<file path="src/rtl/i2c_tgt_pkg.sv">
package i2c_tgt_pkg;
    typedef enum logic [3:0] {
        ST_IDLE, ST_ADDR, ST_ADDR_ACK, ST_PTR, ST_PTR_ACK,
        ST_WDATA, ST_WDATA_ACK, ST_TX, ST_TX_ACK
    } tgt_state_e;

    localparam logic [6:0] DEV_ADDR_HI     = 7'h38;
    localparam logic [6:0] DEV_ADDR_LO     = 7'h3F;
    localparam logic [6:0] ALERT_RESP_ADDR = 7'h0C;
    localparam int         NUM_LINES       = 2;
endpackage

</file>
<file path="src/rtl/i2c_line_filter.sv">
module i2c_line_filter #(
    parameter int FILT_LEN = 3
) (
    input  logic clk,
    input  logic rst_n,
    input  logic line_i,
    output logic line_o
);
    logic [1:0]          sync_q;
    logic [FILT_LEN-1:0] hist_q;

    // two-flop synchronizer, then a majority-free "all agree" filter
    always_ff @(posedge clk or negedge rst_n) begin
        if (!rst_n) begin
            sync_q <= '1;
            hist_q <= '1;
            line_o <= 1'b1;
        end else begin
            sync_q <= {sync_q[0], line_i};
            hist_q <= {hist_q[FILT_LEN-2:0], sync_q[1]};
            if (&hist_q)
                line_o <= 1'b1;
            else if (~|hist_q)
                line_o <= 1'b0;
        end
    end
endmodule

</file>
<file path="src/rtl/i2c_scl_timeout.sv">
module i2c_scl_timeout #(
    parameter int LIMIT = 6_000_000
) (
    input  logic clk,
    input  logic rst_n,
    input  logic scl,
    input  logic dis,
    output logic expired
);
    localparam int W = $clog2(LIMIT + 1);
    logic [W-1:0] cnt_q;

    always_ff @(posedge clk or negedge rst_n) begin
        if (!rst_n) begin
            cnt_q   <= '0;
            expired <= 1'b0;
        end else begin
            expired <= 1'b0;
            if (scl || dis) begin
                cnt_q <= '0;
            end else if (cnt_q == W'(LIMIT - 1)) begin
                cnt_q   <= '0;
                expired <= 1'b1;
            end else begin
                cnt_q <= cnt_q + 1'b1;
            end
        end
    end
endmodule

</file>
<file path="src/rtl/i2c_reg_target.sv">
module i2c_reg_target
    import i2c_tgt_pkg::*;
#(
    parameter int TIMEOUT_CYCLES = 6_000_000,
    parameter int FILT_LEN       = 3
) (
    input  logic       clk,
    input  logic       rst_n,
    input  logic       addr_strap,
    input  logic       scl_i,
    input  logic       sda_i,
    input  logic       auto_inc,
    input  logic       timeout_dis,
    input  logic       alert_pend,
    input  logic [7:0] reg_rdata,
    output logic       sda_oe,
    output logic [6:0] reg_addr,
    output logic       reg_wr,
    output logic [7:0] reg_wdata,
    output logic       reg_rd,
    output logic       alert_clr
);
    localparam int CNT_W = 4;

    tgt_state_e state, state_nx;
    logic [NUM_LINES-1:0] raw_lines, filt_lines;
    logic scl_f, sda_f, scl_q, sda_q;
    logic rise, fall, start_ev, stop_ev, byte_done, tmo_pulse;
    logic hit_dev, hit_ara;
    logic [6:0] dev_addr, ptr_q;
    logic [7:0] sh_q, tx_q, tx_src;
    logic [CNT_W-1:0] cnt_q;
    logic rw_q, ara_q, mack_q;

    assign raw_lines = {scl_i, sda_i};
    for (genvar gi = 0; gi < NUM_LINES; gi++) begin : g_filt
        i2c_line_filter #(.FILT_LEN(FILT_LEN)) u_filt (
            .clk(clk), .rst_n(rst_n), .line_i(raw_lines[gi]), .line_o(filt_lines[gi]));
    end
    assign scl_f = filt_lines[1];
    assign sda_f = filt_lines[0];

    i2c_scl_timeout #(.LIMIT(TIMEOUT_CYCLES)) u_tmo (
        .clk(clk), .rst_n(rst_n), .scl(scl_f), .dis(timeout_dis), .expired(tmo_pulse));

    // strap captured only while reset is held
    always_ff @(posedge clk)
        if (!rst_n) dev_addr <= addr_strap ? DEV_ADDR_HI : DEV_ADDR_LO;

    always_ff @(posedge clk or negedge rst_n) begin
        if (!rst_n) begin
            scl_q <= 1'b1;
            sda_q <= 1'b1;
        end else begin
            scl_q <= scl_f;
            sda_q <= sda_f;
        end
    end

    assign rise      = scl_f && !scl_q;
    assign fall      = !scl_f && scl_q;
    assign start_ev  = scl_f && scl_q && sda_q && !sda_f;
    assign stop_ev   = scl_f && scl_q && !sda_q && sda_f;
    assign byte_done = fall && (cnt_q == CNT_W'(8));
    assign hit_dev   = (sh_q[7:1] == dev_addr);
    assign hit_ara   = (sh_q[7:1] == ALERT_RESP_ADDR) && sh_q[0] && alert_pend;
    assign tx_src    = ara_q ? {dev_addr, 1'b0} : reg_rdata;
    assign reg_addr  = ptr_q;

    always_comb begin
        state_nx = state;
        if (tmo_pulse)     state_nx = ST_IDLE;
        else if (start_ev) state_nx = ST_ADDR;
        else if (stop_ev)  state_nx = ST_IDLE;
        else begin
            unique case (state)
                ST_IDLE:      state_nx = ST_IDLE;
                ST_ADDR:      if (byte_done) state_nx = (hit_dev || hit_ara) ? ST_ADDR_ACK : ST_IDLE;
                ST_ADDR_ACK:  if (fall) state_nx = rw_q ? ST_TX : ST_PTR;
                ST_PTR:       if (byte_done) state_nx = ST_PTR_ACK;
                ST_PTR_ACK:   if (fall) state_nx = ST_WDATA;
                ST_WDATA:     if (byte_done) state_nx = ST_WDATA_ACK;
                ST_WDATA_ACK: if (fall) state_nx = ST_WDATA;
                ST_TX:        if (fall && cnt_q == CNT_W'(7)) state_nx = ST_TX_ACK;
                ST_TX_ACK:    if (fall) state_nx = (mack_q && !ara_q) ? ST_TX : ST_IDLE;
            endcase
        end
    end

    always_ff @(posedge clk or negedge rst_n) begin
        if (!rst_n) state <= ST_IDLE;
        else        state <= state_nx;
    end

    always_ff @(posedge clk or negedge rst_n) begin
        if (!rst_n) begin
            sda_oe <= 1'b0; sh_q <= '0; tx_q <= '0; cnt_q <= '0; ptr_q <= '0;
            rw_q <= 1'b0; ara_q <= 1'b0; mack_q <= 1'b0;
            reg_wr <= 1'b0; reg_wdata <= '0; reg_rd <= 1'b0; alert_clr <= 1'b0;
        end else begin
            reg_wr    <= 1'b0;
            reg_rd    <= 1'b0;
            alert_clr <= 1'b0;
            if (tmo_pulse || stop_ev || start_ev) begin
                sda_oe <= 1'b0;
                cnt_q  <= '0;
                if (start_ev) ara_q <= 1'b0;
            end else begin
                case (state)
                    ST_ADDR, ST_PTR, ST_WDATA: begin
                        if (rise) begin
                            sh_q  <= {sh_q[6:0], sda_f};
                            cnt_q <= cnt_q + 1'b1;
                        end
                        if (byte_done) begin
                            cnt_q <= '0;
                            if (state == ST_ADDR) begin
                                sda_oe <= hit_dev || hit_ara;
                                rw_q   <= sh_q[0];
                                ara_q  <= hit_ara && !hit_dev;
                            end else if (state == ST_PTR) begin
                                ptr_q  <= sh_q[6:0];
                                sda_oe <= 1'b1;
                            end else begin
                                reg_wr    <= 1'b1;
                                reg_wdata <= sh_q;
                                sda_oe    <= 1'b1;
                            end
                        end
                    end
                    ST_ADDR_ACK: if (fall) begin
                        cnt_q <= '0;
                        if (rw_q) begin
                            tx_q   <= tx_src;
                            sda_oe <= ~tx_src[7];
                            reg_rd <= !ara_q;
                        end else begin
                            sda_oe <= 1'b0;
                        end
                    end
                    ST_PTR_ACK: if (fall) sda_oe <= 1'b0;
                    ST_WDATA_ACK: if (fall) begin
                        sda_oe <= 1'b0;
                        ptr_q  <= ptr_q + 7'(auto_inc);
                    end
                    ST_TX: if (fall) begin
                        if (cnt_q == CNT_W'(7)) begin
                            sda_oe <= 1'b0;
                        end else begin
                            tx_q   <= {tx_q[6:0], 1'b0};
                            sda_oe <= ~tx_q[6];
                            cnt_q  <= cnt_q + 1'b1;
                        end
                    end
                    ST_TX_ACK: begin
                        if (rise) begin
                            mack_q <= ~sda_f;
                            if (ara_q) alert_clr <= 1'b1;
                            else       ptr_q <= ptr_q + 7'(auto_inc);
                        end
                        if (fall) begin
                            cnt_q <= '0;
                            if (mack_q && !ara_q) begin
                                tx_q   <= reg_rdata;
                                sda_oe <= ~reg_rdata[7];
                                reg_rd <= 1'b1;
                            end
                        end
                    end
                    default: ;
                endcase
            end
        end
    end
endmodule

</file>
<file path="config.mk">
export PLATFORM = sky130hd
export DESIGN_NAME = i2c_reg_target
export DESIGN_NICKNAME = d
export VERILOG_FILES = /design/src/rtl/i2c_tgt_pkg.sv /design/src/rtl/i2c_line_filter.sv /design/src/rtl/i2c_scl_timeout.sv /design/src/rtl/i2c_reg_target.sv
export SDC_FILE = /design/constraint.sdc
export NUM_CORES = 1
export LEC_CHECK = 0
export ABC_AREA = 1
export BUFFER_PORTS_ARGS = -buffer_cell sky130_fd_sc_hd__buf_2
export CAP_MARGIN = 30
export CELL_PAD_IN_SITES_DETAIL_PLACEMENT = 1
export CELL_PAD_IN_SITES_GLOBAL_PLACEMENT = 2
export CORE_AREA = 3 3 114 116
export DETAILED_ROUTE_END_ITERATION = 8
export DIE_AREA = 0 0 117 119
export GPL_TIMING_DRIVEN = 0
export PLACE_DENSITY = 0.8
export SYNTH_ARGS = -nofsm -noshare
export SYNTH_HDL_FRONTEND = slang
export SYNTH_SLANG_ARGS = --single-unit
export TNS_END_PERCENT = 50
</file>
<file path="constraint.sdc">
create_clock -name clk -period 2.4 [get_ports clk]
set_input_delay 0.48 -clock clk [delete_from_list [all_inputs] [get_ports clk]]
set_output_delay 0.48 -clock clk [all_outputs]
set_load 0.1 [all_outputs]
</file>
Yosys cells after proc, flatten, opt, wreduce, memory -nomap -nowiden:

Index checks and enable logic that the tools add are counted.

* bits in registers: 90
* input bits: 16
* logic and storage cells: 202

* add/sub/neg operators: 3
* equal/unequal tests: 44
* muxes and demuxes: 76
* bitwise logic cells: 7
* reduce and logical (&&, ||, !) cells: 48

Operators with widths (number)
* $mux W7: 12
* $mux W4: 16
* $mux W23: 2
* $pmux W7 S3: 2
* $mux W1: 35
* $pmux W4 S8: 1
* $ne A5 B4 Y1 const B: 6
* $ne A2 B2 Y1 const B: 13
* $add A23 B1 Y23 const B: 1
* $eq A23 B23 Y1 const B: 1
* $eq A4 B3 Y1 const B: 5
* $ne A3 B3 Y1 const B: 6
* $reduce_and A8 Y1: 2
* $reduce_and A7 Y1: 2
* $logic_and A1 B1 Y1: 13
* $pmux W4 S3: 1
* $reduce_and A3 Y1: 4
* $reduce_and A5 Y1: 2
* $mux W3: 3
* $reduce_or A3 Y1: 3
* $eq A4 B2 Y1 const B: 2
* $eq A4 B4 Y1 const B: 2
* $mux W8: 1
* $reduce_and A4 Y1: 2
* other kinds (21): 41

Longest topological paths before layout:

* depth after elaboration: 10
* depth in mapped cells: 11

By module:

Synthesis repeated with hierarchy kept, for this count alone.

* cell total of the unflattened synthesis: 625
* area, all modules: 4657.0 um^2

Modules (own cells, without submodules)
* i2c_reg_target: instances 1, cells an instance 412, area each 2919.0 um^2
* i2c_scl_timeout: instances 1, cells an instance 185, area each 1360.1 um^2
* i2c_line_filter: instances 2, cells an instance 14, area each 188.9 um^2

Least setup slack after synthesis:

No wires, ideal clock.

* path kind: reg2reg
* start: register ptr_q[0] (netlist: reg_addr[0])
* end: register ptr_q[6] (netlist: reg_addr[6])
* arrival: 2.070 ns
* required time: 2.333 ns
* setup slack: 0.263 ns
* cell stages (with the launch flop): 10
* path through: dfrtp_1 > ha_1 > ha_1 > nand3_1 > nor2_1 > xor2_1 > nand2_1 > nand2_1 > nand3_1 > nand2_1

* word-level cells in the longest chain between the ends: 4
* elaborated cells between the ends (all ways): 5
* those cells by class: 1 x add/sub; 4 x mux

RTL lines
* from (decl): RTL line i2c_reg_target.sv:30 `logic [6:0] dev_addr, ptr_q;`
* from (signal assigned): RTL line i2c_reg_target.sv:122 `ptr_q <= sh_q[6:0];`
* from (signal assigned): RTL line i2c_reg_target.sv:144 `ptr_q <= ptr_q + 7'(auto_inc);`
* from (signal assigned): RTL line i2c_reg_target.sv:159 `else ptr_q <= ptr_q + 7'(auto_inc);`
* $add A7 B1 Y7 (*): RTL line i2c_reg_target.sv:144, i2c_reg_target.sv:159
* $mux W7: RTL line i2c_reg_target.sv:158 `if (ara_q) alert_clr <= 1'b1;`
* $mux W7: RTL line i2c_reg_target.sv:156 `if (rise) begin`
* $pmux W7 S3 (*): RTL line i2c_reg_target.sv:109 `case (state)`

Every way passes the cells marked *; elsewhere a longest branch is shown, timed or not. The select of a mux whose other input is x is not followed.
A chain may end at the register's enable or synchronous reset.

Final worst setup path:

* start: register u_tmo.cnt_q[0]
* end: register u_tmo.cnt_q[15]

* word-level cells in the longest chain between the ends: 3
* elaborated cells between the ends (all ways): 4
* those cells by class: 1 x add/sub; 1 x eq/ne; 2 x mux

RTL lines
* from (decl): RTL line i2c_scl_timeout.sv:11 `logic [W-1:0] cnt_q;`
* from (signal assigned): RTL line i2c_scl_timeout.sv:25 `cnt_q <= cnt_q + 1'b1;`
* $add A23 B1 Y23 or $eq A23 B23 Y1 (tied branches): RTL line i2c_scl_timeout.sv:25, i2c_scl_timeout.sv:21
* $mux W23 (*): RTL line i2c_scl_timeout.sv:21 `end else if (cnt_q == W'(LIMIT - 1)) begin`
* $mux W23 (*): RTL line i2c_scl_timeout.sv:19 `if (scl || dis) begin`

Every way passes the cells marked *; elsewhere a longest branch is shown, timed or not.

==> run summary <==
GR Overflow Total: 0
Netlist Area Pre-Place: 4530 µm²
Post-synth EDFFs: 1
worst vdd ir: 0.000311 V
FF/Latch Area: 2120 µm²
core area: 12000 µm²
vias in the first global route: 4258
largest net degree at the start of global routing: 66
Setup Skew: 0.00517 ns
crit start category: flip-flop
worst-margin pin slew: 0.491 ns
Num CTS Buffers: 9
endpoint type of the worst setup path: flip-flop
syn avg cell area: 7.61 µm²
final hold slack: 0.0137 ns
count of final hold-check violations: 0
DP Worst Slack: 0.462 ns
antenna violations before repair: 0
Worst Path Arrival: 2.13 ns
Post-Syn Nets: 617
cells resized by post-CTS repair: 0
metal2 WL: 5780 µm
met1 WL: 5450 µm
layout overhead on the synthesized area: 15.5%
Post-Layout Cell Count: 794
Seq/Total Area, Yosys: 46.9%
layout cells sized above 1: 15.3%
fillcell total: 1514
Synth area leaders: dfrtp_1 (38%), nand2_1 (15%), dfstp_2 (8.1%), nor2_1 (6.5%), nand3_1 (5.7%)
Detailed Routing Iterations Pass 1: 4
GRT Total Usage: 18.4%
die width: 117 µm
Final min period: 1.90 ns
leakage power: 2.51 nW
Yosys top cell area share: 38.1%
Max Fclk: 0.527 GHz
first-pass GRT wire length: 20500 µm
Power Density: 941 nW/µm²
Syn Inst Count: 596
average wire per standard cell: 14.7 µm
Final #Nets: 663
CP peak stage delay: 0.39 ns
RSZ-0062 raised after global routing: no
worst-path maximum fanout: 10
Hold Path Class: in -> async
CP required: 2.64 ns
number of routed nets with antenna violations: 0
Slew Limit Fails: 0
via count: 3978
Crit Path Class: reg -> reg
Worst slew margin: 67.5%
Synth cell types: 40
# hold bufs at CTS: 0
CTS clock-pin slew for the worst setup and hold paths: 0.07 ns
Top FF cell, synth: dfrtp_1
status: complete, no violations
Yosys warning count: 0
IO Count: 35
asr flop ratio synth: 98.8%
most frequent cell after synthesis: nand2_1
Top cell by count, worst path: nor2_1
post-synth top area cell: dfrtp_1
Core Util, Final: 43.6%
TritonCTS clock tree: yes
Max Used Layer: met4
Root Driver: clkbuf_16
post-CTS setup buffer count: 0
Clock Tree Buf Depth: 2
Die Ht: 119 µm
post-detail-place hpwl: 8890 µm
Synth Register Bits: 84
antenna diode count: 0
Worst-Skew Late Latency: 0.35 ns
CP Cell Sequence: ha_1, inv_1, nor2_4, nand2_1, nor2_1, nand3_1, nand2_2, inv_2, o21ai_0, nor2_1
die area: 13900 µm²
TritonCTS Sinks: 84
DRC: 0
multi-input gate area in the final layout: 2130 µm²
slowest CP cell: dfrtp_1
Vias per Instance: 5.01
I/O Buffers: 34
maxcap violations: 0
final WL: 11700 µm
metal3 WL: 234 µm
htree depth: 3
PnR worst setup slack: 0.504 ns
Initial Util: 37.8%
initial DRC count: 116
Final setup viols: 0
placed cells: 778
GP Congestion: 0.833
Post-synth top cells: nand2_1 (180), nor2_1 (78), dfrtp_1 (69)
period utilization: 79.0%
row count: 40
[state kept, by name, summed over array words and instances, names as in the netlist, 2 cells and up]
register              flops
reg_addr                  7
u_tmo.cnt_q              23
g_filt.u_filt.hist_q      6
state                     4
reg_wdata                 8
g_filt.u_filt.line_o      2
cnt_q                     4
g_filt.u_filt.sync_q      4
tx_q                      7
sh_q                      8
[stage by stage]
| stage | setup TNS (ns) | total power, mW | area, µm² |
|---|---|---|---|
| 2_1_floorplan | 0 | 3.07 | 4530 |
| 3_3_place_gp | -0.00659 | 3.42 | 4890 |
| 5_1_grt | 0 | 5.25 | 5240 |
| 4_1_cts | 0 | 5.00 | 5240 |
| 6_report | 0 | 4.93 | 5240 |
| 3_5_place_dp | 0 | 3.47 | 4920 |
[layout by cell type, fill, tap and decap left out, types with 13 or more instances in the layout]
cell type	instances
nand2_1	180
nor2_1	78
dfrtp_1	69
inv_1	59
nand3_1	52
buf_2	37
o21ai_0	34
dfstp_2	14
a21oi_1	13
o21ai_1	13
[path summary, 6_finish.rpt]
check / slack (ns) / startpoint / endpoint / cells after the start
setup / recovery: 0.50 / u_tmo.cnt_q[0] / u_tmo.cnt_q[15] / 10
hold / removal: 0.01 / rst_n / reg_addr[4] / 1
setup reg to reg: 0.50 / u_tmo.cnt_q[0] / u_tmo.cnt_q[15] / 10
hold reg to reg: 0.36 / g_filt[0].u_filt.sync_q[1] / g_filt[0].u_filt.hist_q[0] / 0
max in group asynchronous: 1.74 / rst_n / scl_q / 2
min in group clk: 0.22 / sda_i / g_filt[0].u_filt.sync_q[0] / 1
[layer usage]
metal	track usage (%)	vias to the layer above
met3	2.69	16
met4	6.88	0
met1	23.9	1917
met2	30.8	37
li1	-	2008
met5	0	-
[critical path, delay by kind of cell (launching register included)]
family	cells	cell delay, ns
compound gates	1	0.10
simple gates	6	0.90
buf+inv	2	0.21
fa+ha+maj	1	0.20
flops	1	0.39
[layout make-up]
| class | instances | share of cell area, % |
|---|---|---|
| multi-input cells | 442 | 40.7 |
| flip-flops and latches | 84 | 40.6 |
| inverters | 64 | 4.59 |
| clock buffers | 9 | 4.30 |
| repair buffers | 35 | 3.82 |
| well taps | 147 | 3.51 |
| clock inverters | 7 | 1.77 |
| plain buffers | 6 | 0.741 |
[power by group]
part	switching [mW]	internal (mW)
registers	0.223	1.64
logic	1.16	0.404
clock network	0.656	0.838
[cells by family after synthesis]
family	Yosys count	share of synthesized area, %
and+or+nand+nor	356	34.9
AOI/OAI and AO/OA	65	7.64
adders and majority gates	5	1.38
xor gates and xnor gates	16	3.09
buffers and inverters	70	6.15
DFF	84	46.9
No activity file was read; power rests on OpenSTA's default activity.
